===== src/rtl/crc32_ser_pkg.sv =====
package crc32_ser_pkg;
  localparam int unsigned FCS_BITS    = 32;
  localparam logic [31:0] ETH_POLY    = 32'h04C1_1DB7;
  localparam logic [31:0] ETH_RESIDUE = 32'hC704_DD7B;

  typedef enum logic [1:0] {
    ST_IDLE = 2'd0,
    ST_DATA = 2'd1,
    ST_EMIT = 2'd2
  } seq_state_e;

  typedef enum logic {
    MODE_GEN = 1'b0,
    MODE_CHK = 1'b1
  } unit_mode_e;
endpackage


===== src/rtl/crc32_ser_lfsr.sv =====
// Shift register: preset, one feedback step per accepted bit, or a plain
// shift with feedback off while the check field is emitted.
module crc32_ser_lfsr #(
  parameter int unsigned W      = 32,
  parameter logic [W-1:0] POLY   = 32'h04C1_1DB7,
  parameter logic [W-1:0] PRESET = '1
) (
  input  logic         clk,
  input  logic         rst_n,
  input  logic         preset_i,
  input  logic         step_i,
  input  logic         shift_i,
  input  logic         bit_i,
  output logic [W-1:0] crc_o,
  output logic [W-1:0] stepped_o
);
  function automatic logic [W-1:0] lfsr_advance(input logic [W-1:0] cur,
                                                input logic din);
    logic fb;
    fb = cur[W-1] ^ din;
    return {cur[W-2:0], 1'b0} ^ ({W{fb}} & POLY);
  endfunction

  logic [W-1:0] crc_q;
  logic [W-1:0] src;

  assign src       = preset_i ? PRESET : crc_q;
  assign stepped_o = lfsr_advance(src, bit_i);
  assign crc_o     = crc_q;

  always_ff @(posedge clk) begin
    if (!rst_n)       crc_q <= PRESET;
    else if (step_i)  crc_q <= stepped_o;
    else if (shift_i) crc_q <= {crc_q[W-2:0], 1'b0};
  end
endmodule


===== src/rtl/crc32_ser_ctl.sv =====
// Frame sequencer: accepts bits, tracks length and mode, runs emission.
module crc32_ser_ctl
  import crc32_ser_pkg::*;
#(
  parameter int unsigned W = 32
) (
  input  logic clk,
  input  logic rst_n,
  input  logic bit_vld_i,
  input  logic sof_i,
  input  logic eof_i,
  input  logic mode_i,
  output logic step_o,
  output logic preset_o,
  output logic shift_o,
  output logic emitting_o,
  output logic chk_end_o,
  output logic emit_last_o,
  output logic short_o
);
  localparam int unsigned LW = $clog2(W + 1);
  localparam int unsigned EW = $clog2(W);

  seq_state_e state_q;
  unit_mode_e mode_q, eff_mode;
  logic [LW-1:0] len_q, len_next;
  logic [EW-1:0] emit_q;
  logic accept, start, finish;

  assign accept   = bit_vld_i && (state_q != ST_EMIT) && (sof_i || state_q == ST_DATA);
  assign start    = accept && sof_i;
  assign finish   = accept && eof_i;
  assign eff_mode = start ? unit_mode_e'(mode_i) : mode_q;

  always_comb begin
    if (start)                   len_next = LW'(1);
    else if (len_q == LW'(W))    len_next = len_q;
    else                         len_next = len_q + LW'(1);
  end

  always_ff @(posedge clk) begin
    if (!rst_n) begin
      state_q <= ST_IDLE;
      mode_q  <= MODE_GEN;
      len_q   <= '0;
      emit_q  <= '0;
    end else begin
      if (accept) len_q <= len_next;
      if (start)  mode_q <= eff_mode;
      unique case (state_q)
        ST_IDLE, ST_DATA: begin
          if (finish) begin
            state_q <= (eff_mode == MODE_GEN) ? ST_EMIT : ST_IDLE;
            emit_q  <= '0;
          end else if (start) begin
            state_q <= ST_DATA;
          end
        end
        ST_EMIT: begin
          emit_q <= emit_q + EW'(1);
          if (emit_q == EW'(W - 1)) state_q <= ST_IDLE;
        end
        default: state_q <= ST_IDLE;
      endcase
    end
  end

  assign step_o      = accept;
  assign preset_o    = start;
  assign shift_o     = (state_q == ST_EMIT);
  assign emitting_o  = (state_q == ST_EMIT);
  assign chk_end_o   = finish && (eff_mode == MODE_CHK);
  assign emit_last_o = (state_q == ST_EMIT) && (emit_q == EW'(W - 1));
  assign short_o     = (len_next < LW'(W));
endmodule


===== src/rtl/crc32_ser_status.sv =====
// Registers the end-of-frame verdict.
module crc32_ser_status #(
  parameter int unsigned  W       = 32,
  parameter logic [W-1:0] RESIDUE = 32'hC704_DD7B
) (
  input  logic         clk,
  input  logic         rst_n,
  input  logic         chk_end_i,
  input  logic         emit_last_i,
  input  logic         short_i,
  input  logic [W-1:0] stepped_i,
  output logic         done_o,
  output logic         err_o
);
  function automatic logic residue_ok(input logic [W-1:0] value);
    return value == RESIDUE;
  endfunction

  logic bad_frame;
  assign bad_frame = short_i || !residue_ok(stepped_i);

  always_ff @(posedge clk) begin
    if (!rst_n) begin
      done_o <= 1'b0;
      err_o  <= 1'b0;
    end else begin
      done_o <= chk_end_i || emit_last_i;
      err_o  <= chk_end_i && bad_frame;
    end
  end
endmodule


===== src/rtl/crc32_serial_unit.sv =====
module crc32_serial_unit
  import crc32_ser_pkg::*;
#(
  parameter int unsigned  W       = FCS_BITS,
  parameter logic [W-1:0] POLY    = ETH_POLY,
  parameter logic [W-1:0] RESIDUE = ETH_RESIDUE
) (
  input  logic clk,
  input  logic rst_n,
  input  logic bit_vld,
  input  logic bit_in,
  input  logic sof,
  input  logic eof,
  input  logic mode_chk,
  output logic ser_out,
  output logic ser_vld,
  output logic done,
  output logic err
);
  logic         step, preset, shift, emitting, chk_end, emit_last, short_frame;
  logic [W-1:0] crc, stepped;

  crc32_ser_ctl #(.W(W)) ctl_i (
    .clk(clk), .rst_n(rst_n), .bit_vld_i(bit_vld), .sof_i(sof), .eof_i(eof),
    .mode_i(mode_chk), .step_o(step), .preset_o(preset), .shift_o(shift),
    .emitting_o(emitting), .chk_end_o(chk_end), .emit_last_o(emit_last),
    .short_o(short_frame)
  );

  crc32_ser_lfsr #(.W(W), .POLY(POLY), .PRESET({W{1'b1}})) lfsr_i (
    .clk(clk), .rst_n(rst_n), .preset_i(preset), .step_i(step),
    .shift_i(shift), .bit_i(bit_in), .crc_o(crc), .stepped_o(stepped)
  );

  crc32_ser_status #(.W(W), .RESIDUE(RESIDUE)) status_i (
    .clk(clk), .rst_n(rst_n), .chk_end_i(chk_end), .emit_last_i(emit_last),
    .short_i(short_frame), .stepped_i(stepped), .done_o(done), .err_o(err)
  );

  assign ser_vld = emitting;
  assign ser_out = emitting & ~crc[W-1];
endmodule


===== config.mk =====
export PLATFORM = sky130hd
export DESIGN_NAME = crc32_serial_unit
export DESIGN_NICKNAME = d
export VERILOG_FILES = /design/src/rtl/crc32_ser_pkg.sv /design/src/rtl/crc32_ser_lfsr.sv /design/src/rtl/crc32_ser_ctl.sv /design/src/rtl/crc32_ser_status.sv /design/src/rtl/crc32_serial_unit.sv
export SDC_FILE = /design/constraint.sdc
export NUM_CORES = 1
export LEC_CHECK = 0
export CAP_MARGIN = 15
export CORE_MARGIN = 8
export CORE_UTILIZATION = 59
export DETAILED_ROUTE_END_ITERATION = 6
export PLACE_DENSITY = 0.78
export SLEW_MARGIN = 20
export SYNTH_ARGS = -nofsm -noshare
export SYNTH_HDL_FRONTEND = slang
export SYNTH_SLANG_ARGS = --single-unit

===== constraint.sdc =====
create_clock -name clk -period 2.64 [get_ports clk]
set_clock_uncertainty 0.2 [all_clocks]
set_input_delay 0.396 -clock clk [delete_from_list [all_inputs] [get_ports clk]]
set_output_delay 0.396 -clock clk [all_outputs]
set_load 0.01 [all_outputs]

==> PnR_summary.wiki, run 1 <==
{| class="wikitable"
! Metric !! Value
|-
| Post-layout min period || between 2 and 2.5 ns
|-
| Tot GR Track Use || 16.3%
|-
| N_diodes || 0
|-
| Die outline height || 78.3 µm
|-
| Total half-perimeter wirelength after legalization and detailed placement || 3.14 mm
|-
| F_max || 0.402 GHz
|-
| Arrival time at the worst endpoint || 1.89 ns
|-
| Final setup vio count || 0
|-
| Result of the run || completed
|-
| Std cell rows || 22
|-
| Post-synth net total || 296
|-
| Count of max-cap constraint violations || 0
|-
| Final cell area excluding filler cells || 2550 µm²
|-
| First-pass GRT wire length || 8.22 mm
|-
| Vias in the first global route || roughly 1.8k
|-
| Via Count || 1997
|-
| Layout cells sized above 1 || 7.82%
|-
| Inserted Clock Buffers || 5
|-
| Slew at the pin closest to its max-slew limit || 0.339 ns
|-
| Detailed-route vias per instance || just under 6
|-
| Routed length per instance || 13.8 µm
|-
| Synth Cell Area || 2290 µm²
|-
| Die Area || 6130 µm²
|-
| Max FO, Critical Path || 9
|-
| Final hold viol count || 0
|-
| Sequential cell area || 961 µm²
|-
| Worst Hold Margin || around 0.3 ns
|-
| Post-CTS setup buffers || 0
|-
| Number of instances in the synthesized netlist || about 280
|-
| FFs w/ async S/R, synth || 0%
|-
| Number of hold-repair buffers added at the cts stage || 0
|-
| Die W || 78.3 µm
|-
| Crit share post-route || between 90% and 100%
|-
| Starting utilization of the core area || ~62%
|-
| Slew Limit Headroom || 77.1%
|-
| Area of the core || 3690 µm²
|-
| Post-Syn Area per Cell || 8.07 µm²
|-
| Number of sinks handled by clock tree synthesis || 48
|-
| TritonCTS clock tree || built
|-
| Setup_tns || 0 ns
|-
| Remaining design rule violation count || 0
|-
| First-pass detailed-route iteration total || 4
|-
| Total length of routed wires || 4.72 mm
|-
| Fin cells || 342
|-
| Category of the critical setup timing path || flip-flop to output port
|-
| EDFF count, synth || 0
|-
| RSZ-0062 raised after global routing || false
|-
| Total placed instance area || approximately 2500 µm²
|-
| Fraction of synthesized cell area taken by the top area cell type || a little over two fifths
|-
| Peak VDD IR || 0.000375 V
|-
| Leakage power total || 0.938 nW
|-
| Port Buffer Count || 10
|-
| Antenna violations before repair || 0
|-
| Sequential share of the synthesized area || 41.9%
|-
| Number of nets at the end of the flow || 305
|-
| Cell total after placement || 334
|-
| Largest cells by area after synthesis || sky130_fd_sc_hd__dfxtp_1 (42%), sky130_fd_sc_hd__nor2_1 (8.2%), sky130_fd_sc_hd__o21ai_1 (5.0%)
|-
| Global route total overflow || 0
|-
| Number of distinct library cell variants in the gate-level netlist after synthesis || 41
|-
| Yosys warns || 0
|-
| Number of fillers in the final layout || 329
|-
| Flip-flop and latch count after synthesis || 48
|-
| Startpoint kind of the worst setup timing path || flip-flop
|-
| Hold WC Path Type || flip-flop to flip-flop
|-
| Clock-pin slew on the worst setup and hold paths || around 0.08 ns
|-
| Multi-input gate area in the final layout || 1240 µm²
|-
| Final GP Congestion || ~0.83
|-
| Kind of end point of the critical path || output port
|-
| Clock Latency Late Sink || 0.31 ns
|-
| I/O pin count || 11
|-
| Detailed Route Iter0 Violations || 139
|-
| Biggest area consumer among synthesized cells || sky130_fd_sc_hd__dfxtp_1
|-
| Post-cts sizing count || 0
|-
| Primary flip-flop cell chosen by synthesis mapping || sky130_fd_sc_hd__dfxtp_1
|-
| Master cell of the clock root buffer || sky130_fd_sc_hd__clkbuf_8
|-
| Clock Tree Buf Depth || 2
|-
| Slew Limit Fails || 0
|-
| Required time at the worst-slack endpoint || 2.04 ns
|-
| Register-to-Register Setup Slack || approximately 0.49 ns
|-
| Final ANT Viol Nets || 0
|-
| Power per cell area || 541 nW/µm²
|-
| Depth of the CTS H-tree || 2
|-
| Pin count of the biggest net entering global routing || 45
|-
| P&R area growth vs syn || 11.1%
|}
stage by stage:
step                power, mW  util (%)  setup WS, ns
global placement        0.937      66.5         0.288
global route             1.44      69.0        0.0575
CTS                      1.39      69.0         0.155
finish                   1.38      69.0         0.153
floorplan               0.891         -         0.604
detailed placement      0.940      66.5         0.184
worst max-delay path, stage by stage (launching register included):
cell	delay [ns]
sky130_fd_sc_hd__dfxtp_1	0.46
sky130_fd_sc_hd__nand2b_1	0.22
sky130_fd_sc_hd__buf_4	0.22
sky130_fd_sc_hd__inv_2	0.12
sky130_fd_sc_hd__clkdlybuf4s50_1	0.56
state kept, by name, indices dropped and copies added (netlist names):
register         count
ctl_i.state_q        2
status_i.err_o       1
ctl_i.mode_q         1
lfsr_i.crc_o        32
status_i.done_o      1
ctl_i.len_q          6
ctl_i.emit_q         5
cell families after synthesis:
kind of cell             Yosys count  synth area share, %
AO/OA/AOI/OAI                     65                 17.3
XOR/XNOR                          10                 3.82
adder cells (fa/ha/maj)            5                 2.73
buffers and inverters             20                 4.10
flip-flops                        48                 41.9
multiplexers                       2                0.874
AND/OR/NAND/NOR                  134                 29.2
report_power, final:
group	switching [mW]	internal (mW)	total, mW
combinational	0.0857	0.0635	0.149
clock	0.243	0.209	0.452
sequential	0.0258	0.749	0.775
total	0.355	1.02	1.38
layer usage:
layer	wire length, µm	global-route usage, %
met2	2120	23.8
met3	177	4.21
met4	97	7.96
met1	2320	21.6
met5	0	0
cells in the mapped netlist (all sizes together) (3+ instances only):
cell	instances
nor2	50
nand3b	4
a21oi	14
nand3	6
o21ai	35
inv	5
nor3	22
dfxtp	48
clkbuf	4
nor2b	5
nor4bb	3
nand2	22
and2	4
xor2	5
ha	5
o2111ai	3
a22oi	3
xnor2	5
nand2b	3
buf	11
or4b	3
nand4	3
worst paths after layout:
path / start / end / cells past startpoint
worst max register to register: ctl_i.state_q[0] / status_i.err_o / 8
worst max-delay path: ctl_i.state_q[1] / ser_vld / 4
worst min register to register: ctl_i.emit_q[2] / ctl_i.emit_q[2] / 2
worst min-delay path: ctl_i.emit_q[2] / ctl_i.emit_q[2] / 2
cells in the final DEF (no fill, tap or decap), drive strengths merged, types with 6 or more instances in the layout:
cell,instances
a21oi,14
buf,7
clkbuf,6
clkdlybuf4s50,10
dfxtp,48
nand2,22
nand3,6
nor2,50
nor3,22
o21ai,35
area by class of cell:
cell class	instances	share of cell area, %
tap	48	2.36
sequential	48	37.7
clock inverter	2	0.393
multi-input combinational	216	48.6
clock buffer	6	3.24
timing repair buffer	17	6.98
inverter	5	0.737
No activity file was read; power rests on OpenSTA's default activity.
==> run 2: changes to the inputs <==
--- a/config.mk
+++ b/config.mk
@@ -7,9 +7,9 @@
 export LEC_CHECK = 0
 export CAP_MARGIN = 15
 export CORE_MARGIN = 8
-export CORE_UTILIZATION = 59
+export CORE_UTILIZATION = 60
 export DETAILED_ROUTE_END_ITERATION = 6
-export PLACE_DENSITY = 0.78
+export PLACE_DENSITY = 0.79
 export SLEW_MARGIN = 20
 export SYNTH_ARGS = -nofsm -noshare
 export SYNTH_HDL_FRONTEND = slang
==> constraint.sdc (replaced) <==
create_clock -name clk -period 3.2 [get_ports clk]
set_clock_uncertainty 0.2 [all_clocks]
set_input_delay 0.48 -clock clk [delete_from_list [all_inputs] [get_ports clk]]
set_output_delay 0.48 -clock clk [all_outputs]
set_load 0.01 [all_outputs]
==> run 2 against run 1 <==
  * Combinational power down 21%
  * Clock-buffer cell count up 1
  * Sequential power down 18%
  * Register-to-register slack better by 0.31 ns
  * Cell area down 0.34%
  * Largest power group unchanged
==> PnR_summary.wiki, run 2 (synthesized netlist as in run 1, its figures left out) <==
{| class="wikitable"
! Metric !! Value
|-
| Result of the run || completed
|-
| Net Sw Power || 0.286 mW (-19%)
|-
| Total length of routed wires || 4.67 mm (-1.1%)
|-
| Detailed-route vias per instance || 5.87 (+0.52%)
|-
| Kind of end point of the critical path || output port
|-
| Hold WC Path Type || flip-flop to flip-flop
|-
| Total half-perimeter wirelength after legalization and detailed placement || 3.13 mm (-0.22%)
|-
| Port Buffer Count || 10 (unchanged)
|-
| Number of nets at the end of the flow || 301 (-1.3%)
|-
| Post-cts sizing count || 0 (unchanged)
|-
| Combinational power share || 9.5% (-1.3 points)
|-
| Peak VDD IR || 0.000354 V (-5.6%)
|-
| Layout cells sized above 1 || 6.55% (-1.3 points)
|-
| Required time at the worst-slack endpoint || 2.52 ns (+0.48 ns)
|-
| Remaining design rule violation count || 0 (unchanged)
|-
| Die Area || 6050 µm² (-1.3%)
|-
| Startpoint kind of the worst setup timing path || flip-flop
|-
| Slew Limit Headroom || 67.0% (-10 points)
|-
| Clock Tree Buf Depth || 2 (unchanged)
|-
| Setup_tns || 0 ns (unchanged)
|-
| Depth of the CTS H-tree || 2 (unchanged)
|-
| Clock Latency Late Sink || 0.30 ns (about the same)
|-
| Flip-flop count of the largest register after layout || 32 (unchanged)
|-
| Inserted Clock Buffers || 5 (unchanged)
|-
| Clock Power Share || 38.4% (+5.5 points)
|-
| Commonest cells after routing, fill and taps aside || sky130_fd_sc_hd__nor2_1 (50), sky130_fd_sc_hd__dfxtp_1 (48), sky130_fd_sc_hd__o21ai_1 (23), sky130_fd_sc_hd__nor3_1 (22), sky130_fd_sc_hd__nand2_1 (20)
|-
| Max FO, Critical Path || 12 (+3)
|-
| Via Count || 1984 (-0.65%)
|-
| Slowest cell delay on critical path || 0.52 ns (-0.04 ns)
|-
| Cell internal power dissipation || 0.941 mW (-7.9%)
|-
| First-pass GRT wire length || 8.30 mm (+0.92%)
|-
| Sequential share of power || 52.1% (-4.2 points)
|-
| Area of the core || 3660 µm² (-0.75%)
|-
| Slew at the pin closest to its max-slew limit || 0.496 ns (+0.157 ns)
|-
| Final ANT Viol Nets || 0 (unchanged)
|-
| Die W || 77.8 µm (-0.67%)
|-
| Post-CTS setup buffers || 0 (unchanged)
|-
| Die outline height || 77.8 µm (-0.67%)
|-
| TritonCTS clock tree || built
|-
| F_max || approximately 0.38 GHz
|-
| Master cell of the clock root buffer || sky130_fd_sc_hd__clkbuf_8
|-
| Cell total after placement || 330 (-1.2%)
|-
| Starting utilization of the core area || 62.6% (+0.47 points)
|-
| Standard cell with the maximum stage delay on the critical path || sky130_fd_sc_hd__clkdlybuf4s50_1
|-
| P&R area growth vs syn || 10.8%
|-
| Slew Limit Fails || 0 (unchanged)
|-
| Pin count of the biggest net entering global routing || 45 (unchanged)
|-
| Clock-pin slew on the worst setup and hold paths || 0.08 ns (about the same)
|-
| Std cell rows || 22 (unchanged)
|-
| Detailed Route Iter0 Violations || 167 (+20%)
|-
| Arrival time at the worst endpoint || 1.93 ns (+0.04 ns)
|-
| Crit share post-route || 81.5%
|-
| Commonest non-fill, non-tap cell in the layout || sky130_fd_sc_hd__nor2_1
|-
| Number of sinks handled by clock tree synthesis || 48 (unchanged)
|-
| Switching Share || 23.3% (-2.5 points)
|-
| First-pass detailed-route iteration total || 4 (unchanged)
|-
| Routed length per instance || 13.8 µm (about the same)
|-
| Fin cells || 338 (-1.2%)
|-
| I/O pin count || 11 (unchanged)
|-
| Final hold viol count || 0 (unchanged)
|-
| Final setup vio count || 0 (unchanged)
|-
| Leakage power total || 0.928 nW (-1.1%)
|-
| Category of the critical setup timing path || flip-flop to output port
|-
| Antenna violations before repair || 0 (unchanged)
|-
| Cell-by-cell listing of the critical path || nand2b_1 -> inv_2 -> clkdlybuf4s50_1
|-
| N_diodes || 0 (unchanged)
|-
| Global route total overflow || 0 (unchanged)
|-
| Final GP Congestion || 0.842 (+2.0%)
|-
| Post-layout min period || 2.61 ns
|-
| RSZ-0062 raised after global routing || false
|-
| Tot GR Track Use || 16.2% (-0.076 points)
|-
| Power per cell area || 484 nW/µm² (-11%)
|-
| Count of max-cap constraint violations || 0 (unchanged)
|-
| Vias in the first global route || 1844 (+1.8%)
|-
| Number of hold-repair buffers added at the cts stage || 0 (unchanged)
|}
run 2: changes by cell type in the layout (fill, tap and decap cells not counted):
cell / delta
sky130_fd_sc_hd__clkbuf_8: +1
sky130_fd_sc_hd__bufinv_16: +1
sky130_fd_sc_hd__buf_12: -1
sky130_fd_sc_hd__buf_4: -3
sky130_fd_sc_hd__clkinv_2: -2
run 2: through the flow:
stage          worst slack (ns)  total power [mW]  hold WS, ns  area, µm²  util [%]
4_1_cts                   0.607              1.23        0.297       2540      69.3
2_1_floorplan              1.08             0.735        0.258       2290         -
6_report                  0.591              1.23        0.296       2540      69.3
3_3_place_gp              0.623             0.767        0.276       2410      65.9
3_5_place_dp              0.486             0.769        0.283       2410      65.9
5_1_grt                   0.485              1.27        0.305       2540      69.3
run 2: power groups by stage:
stage,clock network [mW],logic [mW],registers (mW)
finish,0.472,0.117,0.639
floorplan,0,0.0886,0.646
detailed placement,0,0.116,0.653
global placement,0,0.115,0.652
global route,0.497,0.132,0.642
CTS,0.474,0.117,0.639
run 2: path summary, 6_finish.rpt:
check	start	to	slack, ns	cells past startpoint
setup / recovery	ctl_i.state_q[0]	ser_vld	0.59	3
hold / removal	lfsr_i.crc_o[0]	lfsr_i.crc_o[1]	0.30	2
setup reg to reg	ctl_i.state_q[0]	status_i.err_o	0.80	8
hold reg to reg	lfsr_i.crc_o[0]	lfsr_i.crc_o[1]	0.30	2
run 2: cell type report:
| cell class | count | area, µm² |
|---|---|---|
| clock inverter | 1 | 30.0 |
| multi-input combinational | 216 | 1240 |
| timing repair buffer | 13 | 135 |
| clock buffer | 7 | 96.3 |
| tap | 48 | 60.1 |
| sequential | 48 | 961 |
| inverter | 5 | 18.8 |
| fill | 304 | 1120 |
run 2: critical path: cells and delay by family (launching register included):
| kind | cells | cell delay, ns |
|---|---|---|
| buffers and inverters | 2 | 0.69 |
| flip-flops | 1 | 0.47 |
| AND/OR/NAND/NOR | 1 | 0.46 |
run 2: metal layers:
metal / vias up / global-route usage (%) / part of all wire [%]
met1: 926 / 20.6 / 49
li1: 1013 / - / -
met2: 38 / 26.0 / 46
met3: 7 / 4.26 / 3.9
met4: 0 / 5.09 / 1.1
met5: - / 0 / 0
==> run 3: changes to the inputs <==
--- a/config.mk
+++ b/config.mk
@@ -7,9 +7,9 @@
 export LEC_CHECK = 0
 export CAP_MARGIN = 15
 export CORE_MARGIN = 8
-export CORE_UTILIZATION = 60
+export CORE_UTILIZATION = 59
 export DETAILED_ROUTE_END_ITERATION = 6
-export PLACE_DENSITY = 0.79
+export PLACE_DENSITY = 0.78
 export SLEW_MARGIN = 20
 export SYNTH_ARGS = -nofsm -noshare
 export SYNTH_HDL_FRONTEND = slang
==> constraint.sdc (replaced) <==
create_clock -name clk -period 2.5 [get_ports clk]
set_clock_uncertainty 0.2 [all_clocks]
set_input_delay 0.375 -clock clk [delete_from_list [all_inputs] [get_ports clk]]
set_output_delay 0.375 -clock clk [all_outputs]
set_load 0.01 [all_outputs]
==> run 3 against run 2 <==
  * Die area is 1.4% higher
  * Total power is 25% higher
  * Clock power up 19%
  * Core utilization grew 0.94 points
  * Worst hold slack barely moved
  * Setup slack worse by 0.47 ns
  * Routed wire length grew 1.5%
  * Cell count rose by 2.1%
  * Global-route usage up 0.16 points
  * First-iteration DRC count shrank 18%
  * Combinational power rose by 38%
  * Critical endpoint unchanged
==> PnR_summary.wiki, run 3 (synthesized netlist as in run 1, its figures left out) <==
{| class="wikitable"
! Metric !! Value
|-
| Result of the run || completed
|-
| Std cell rows || 22 (unchanged)
|-
| Destination of the worst register-to-register timing path || status_i.err_o
|-
| Port Buffer Count || 10 (unchanged)
|-
| Multi-input gate area in the final layout || 1240 µm² (+0.20%)
|-
| Total placed instance area || 2480 µm² (+2.7%)
|-
| Hold path startpoint || ctl_i.emit_q[2]
|-
| Number of fillers in the final layout || 324 (+6.6%)
|-
| Detailed-route vias per instance || 5.72 (-2.6%)
|-
| Power per cell area || 594 nW/µm² (+23%)
|-
| Via Count || 1973 (-0.55%)
|-
| Number of hold-repair buffers added at the cts stage || 0 (unchanged)
|-
| Standard cell with the maximum stage delay on the critical path || sky130_fd_sc_hd__clkdlybuf4s50_1
|-
| Final hold viol count || 0 (unchanged)
|-
| Top cell family by delay on the critical path || buffers and inverters
|-
| Register-to-Register Setup Slack || 0.45 ns (-0.35 ns)
|-
| Final ANT Viol Nets || 0 (unchanged)
|-
| First-pass GRT wire length || 8.25 mm (-0.66%)
|-
| Pin count of the biggest net entering global routing || 38 (-16%)
|-
| Starting utilization of the core area || 62.1% (-0.47 points)
|-
| N_diodes || 0 (unchanged)
|-
| Kind of end point of the critical path || output port
|-
| Number of sinks handled by clock tree synthesis || 48 (unchanged)
|-
| Total length of routed wires || 4.73 mm (+1.5%)
|-
| Post-layout min period || 2.38 ns
|-
| Flip-flop count of the largest register after layout || 32 (unchanged)
|-
| F_max || 0.420 GHz
|-
| Clock Latency Late Sink || 0.30 ns (about the same)
|-
| I/O pin count || 11 (unchanged)
|-
| Total half-perimeter wirelength after legalization and detailed placement || 3.30 mm (+5.5%)
|-
| Slowest cell delay on critical path || 0.56 ns (+0.04 ns)
|-
| Clock Tree Buf Depth || 2 (unchanged)
|-
| Reg2reg start || ctl_i.state_q[0]
|-
| Inserted Clock Buffers || 5 (unchanged)
|-
| Master cell of the clock root buffer || sky130_fd_sc_hd__clkbuf_8
|-
| Global route total overflow || 0 (unchanged)
|-
| Depth of the CTS H-tree || 2 (unchanged)
|-
| Startpoint kind of the worst setup timing path || flip-flop
|-
| Peak VDD IR || 0.000399 V (+13%)
|-
| Tot GR Track Use || 16.3% (+0.16 points)
|-
| Hold EP || ctl_i.emit_q[2]
|-
| Max FO, Critical Path || 9 (-3)
|-
| Leakage power total || 0.956 nW (+3.0%)
|-
| Cell-by-cell listing of the critical path || nand2b_2 -> buf_4 -> inv_2 -> clkdlybuf4s50_1
|-
| First-pass detailed-route iteration total || 4 (unchanged)
|-
| Required time at the worst-slack endpoint || 1.92 ns (-0.60 ns)
|-
| Die Area || 6130 µm² (+1.4%)
|-
| Die outline height || 78.3 µm (+0.67%)
|-
| Arrival time at the worst endpoint || 1.81 ns (-0.12 ns)
|-
| Remaining design rule violation count || 0 (unchanged)
|-
| Hold WC Path Type || flip-flop to flip-flop
|-
| Slew at the pin closest to its max-slew limit || 0.377 ns (-0.118 ns)
|-
| Slew Limit Fails || 0 (unchanged)
|-
| TritonCTS clock tree || built
|-
| Commonest cells after routing, fill and taps aside || sky130_fd_sc_hd__nor2_1 (50), sky130_fd_sc_hd__dfxtp_1 (47), sky130_fd_sc_hd__o21ai_1 (23), sky130_fd_sc_hd__nor3_1 (22), sky130_fd_sc_hd__nand2_1 (20)
|-
| Category of the critical setup timing path || flip-flop to output port
|-
| Layout cells sized above 1 || 9.43% (+2.9 points)
|-
| Commonest non-fill, non-tap cell in the layout || sky130_fd_sc_hd__nor2_1
|-
| Antenna violations before repair || 0 (unchanged)
|-
| Routed length per instance || 13.7 µm (-0.58%)
|-
| Cell count of the worst reg-to-reg path || 8 (unchanged)
|-
| Clock-pin slew on the worst setup and hold paths || 0.08 ns (about the same)
|-
| Number of nets at the end of the flow || 308 (+2.3%)
|-
| Final GP Congestion || 0.810 (-3.9%)
|-
| Setup_tns || 0 ns (unchanged)
|-
| Slew Limit Headroom || 74.5% (+7.5 points)
|-
| Crit share post-route || 95.2%
|-
| Area of the core || 3690 µm² (+0.75%)
|-
| Detailed Route Iter0 Violations || 137 (-18%)
|-
| Sequential cell area || 962 µm² (+0.13%)
|-
| Vias in the first global route || 1865 (+1.1%)
|-
| Worst path bufs/invs || 3 (+1)
|-
| P&R area growth vs syn || 13.1%
|-
| Count of max-cap constraint violations || 0 (unchanged)
|-
| Die W || 78.3 µm (+0.67%)
|-
| Number of cells on the worst hold path || 2 (unchanged)
|-
| Final setup vio count || 0 (unchanged)
|-
| Final cell area excluding filler cells || 2590 µm² (+2.1%)
|-
| RSZ-0062 raised after global routing || false
|}
-- run 3: layout make-up --
class                           count  share of cell area, %
Clock inverter                      3                   1.64
Tap cell                           48                   2.32
Clock buffer                        5                   2.66
Inverter                            5                  0.724
Timing Repair Buffer               20                   7.73
Multi-Input combinational cell    216                   47.8
Sequential cell                    48                   37.1
-- run 3: worst reg2reg max path: stages (launching register included) --
cell and delay [ns]:
sky130_fd_sc_hd__dfxtp_1 0.47, sky130_fd_sc_hd__nand2b_2 0.24, sky130_fd_sc_hd__a21oi_1 0.09, sky130_fd_sc_hd__xnor2_1 0.25, sky130_fd_sc_hd__ha_1 0.19, sky130_fd_sc_hd__nand4_1 0.10, sky130_fd_sc_hd__nor3_1 0.14, sky130_fd_sc_hd__nand3_1 0.09
sky130_fd_sc_hd__o21a_1 0.19
-- run 3: power by group --
part           switching, mW  internal, mW
Clock                  0.264         0.296
Combinational         0.0909        0.0708
Sequential            0.0276         0.791
-- run 3: worst max-delay path by stage --
stage                startpoint              to  slack, ns  cells after the start
2_1_floorplan  ctl_i.state_q[0]  status_i.err_o       0.47                     11
3_3_place_gp            bit_vld  status_i.err_o       0.16                      9
3_5_place_dp            bit_vld  status_i.err_o       0.08                      9
4_1_cts        ctl_i.state_q[1]         ser_vld       0.08                      4
5_1_grt        ctl_i.state_q[0]         ser_vld       0.02                      4
6_report       ctl_i.state_q[0]         ser_vld       0.12                      4
-- run 3: through the flow --
stage	power, mW	utilization, %	instances	hold slack (ns)	worst slack (ns)
after floorplan	0.940	-	284	0.258	0.471
final	1.54	70.3	345	0.295	0.119
after detailed placement	0.997	67.1	337	0.289	0.0838
after global placement	0.994	67.1	337	0.283	0.163
after global routing	1.60	70.3	345	0.337	0.0151
after CTS	1.54	70.1	345	0.302	0.0767
-- run 3: what timing repair did --
item | CTS | global route
buffers inserted | 0 | 0
endpoints found under the hold margin | 0 | 0
setup endpoints to repair | 0 | 2
resized for setup | 0 | 2
-- run 3: per-layer routing --
metal | share of wire (%) | routed length (µm) | track usage [%] | vias up
met5 | 0 | 0 | 0 | -
met3 | 4.4 | 209 | 5.47 | 5
met4 | 1.0 | 48 | 5.56 | 0
li1 | - | - | - | 1016
met2 | 48 | 2250 | 26.5 | 48
met1 | 47 | 2230 | 19.8 | 904
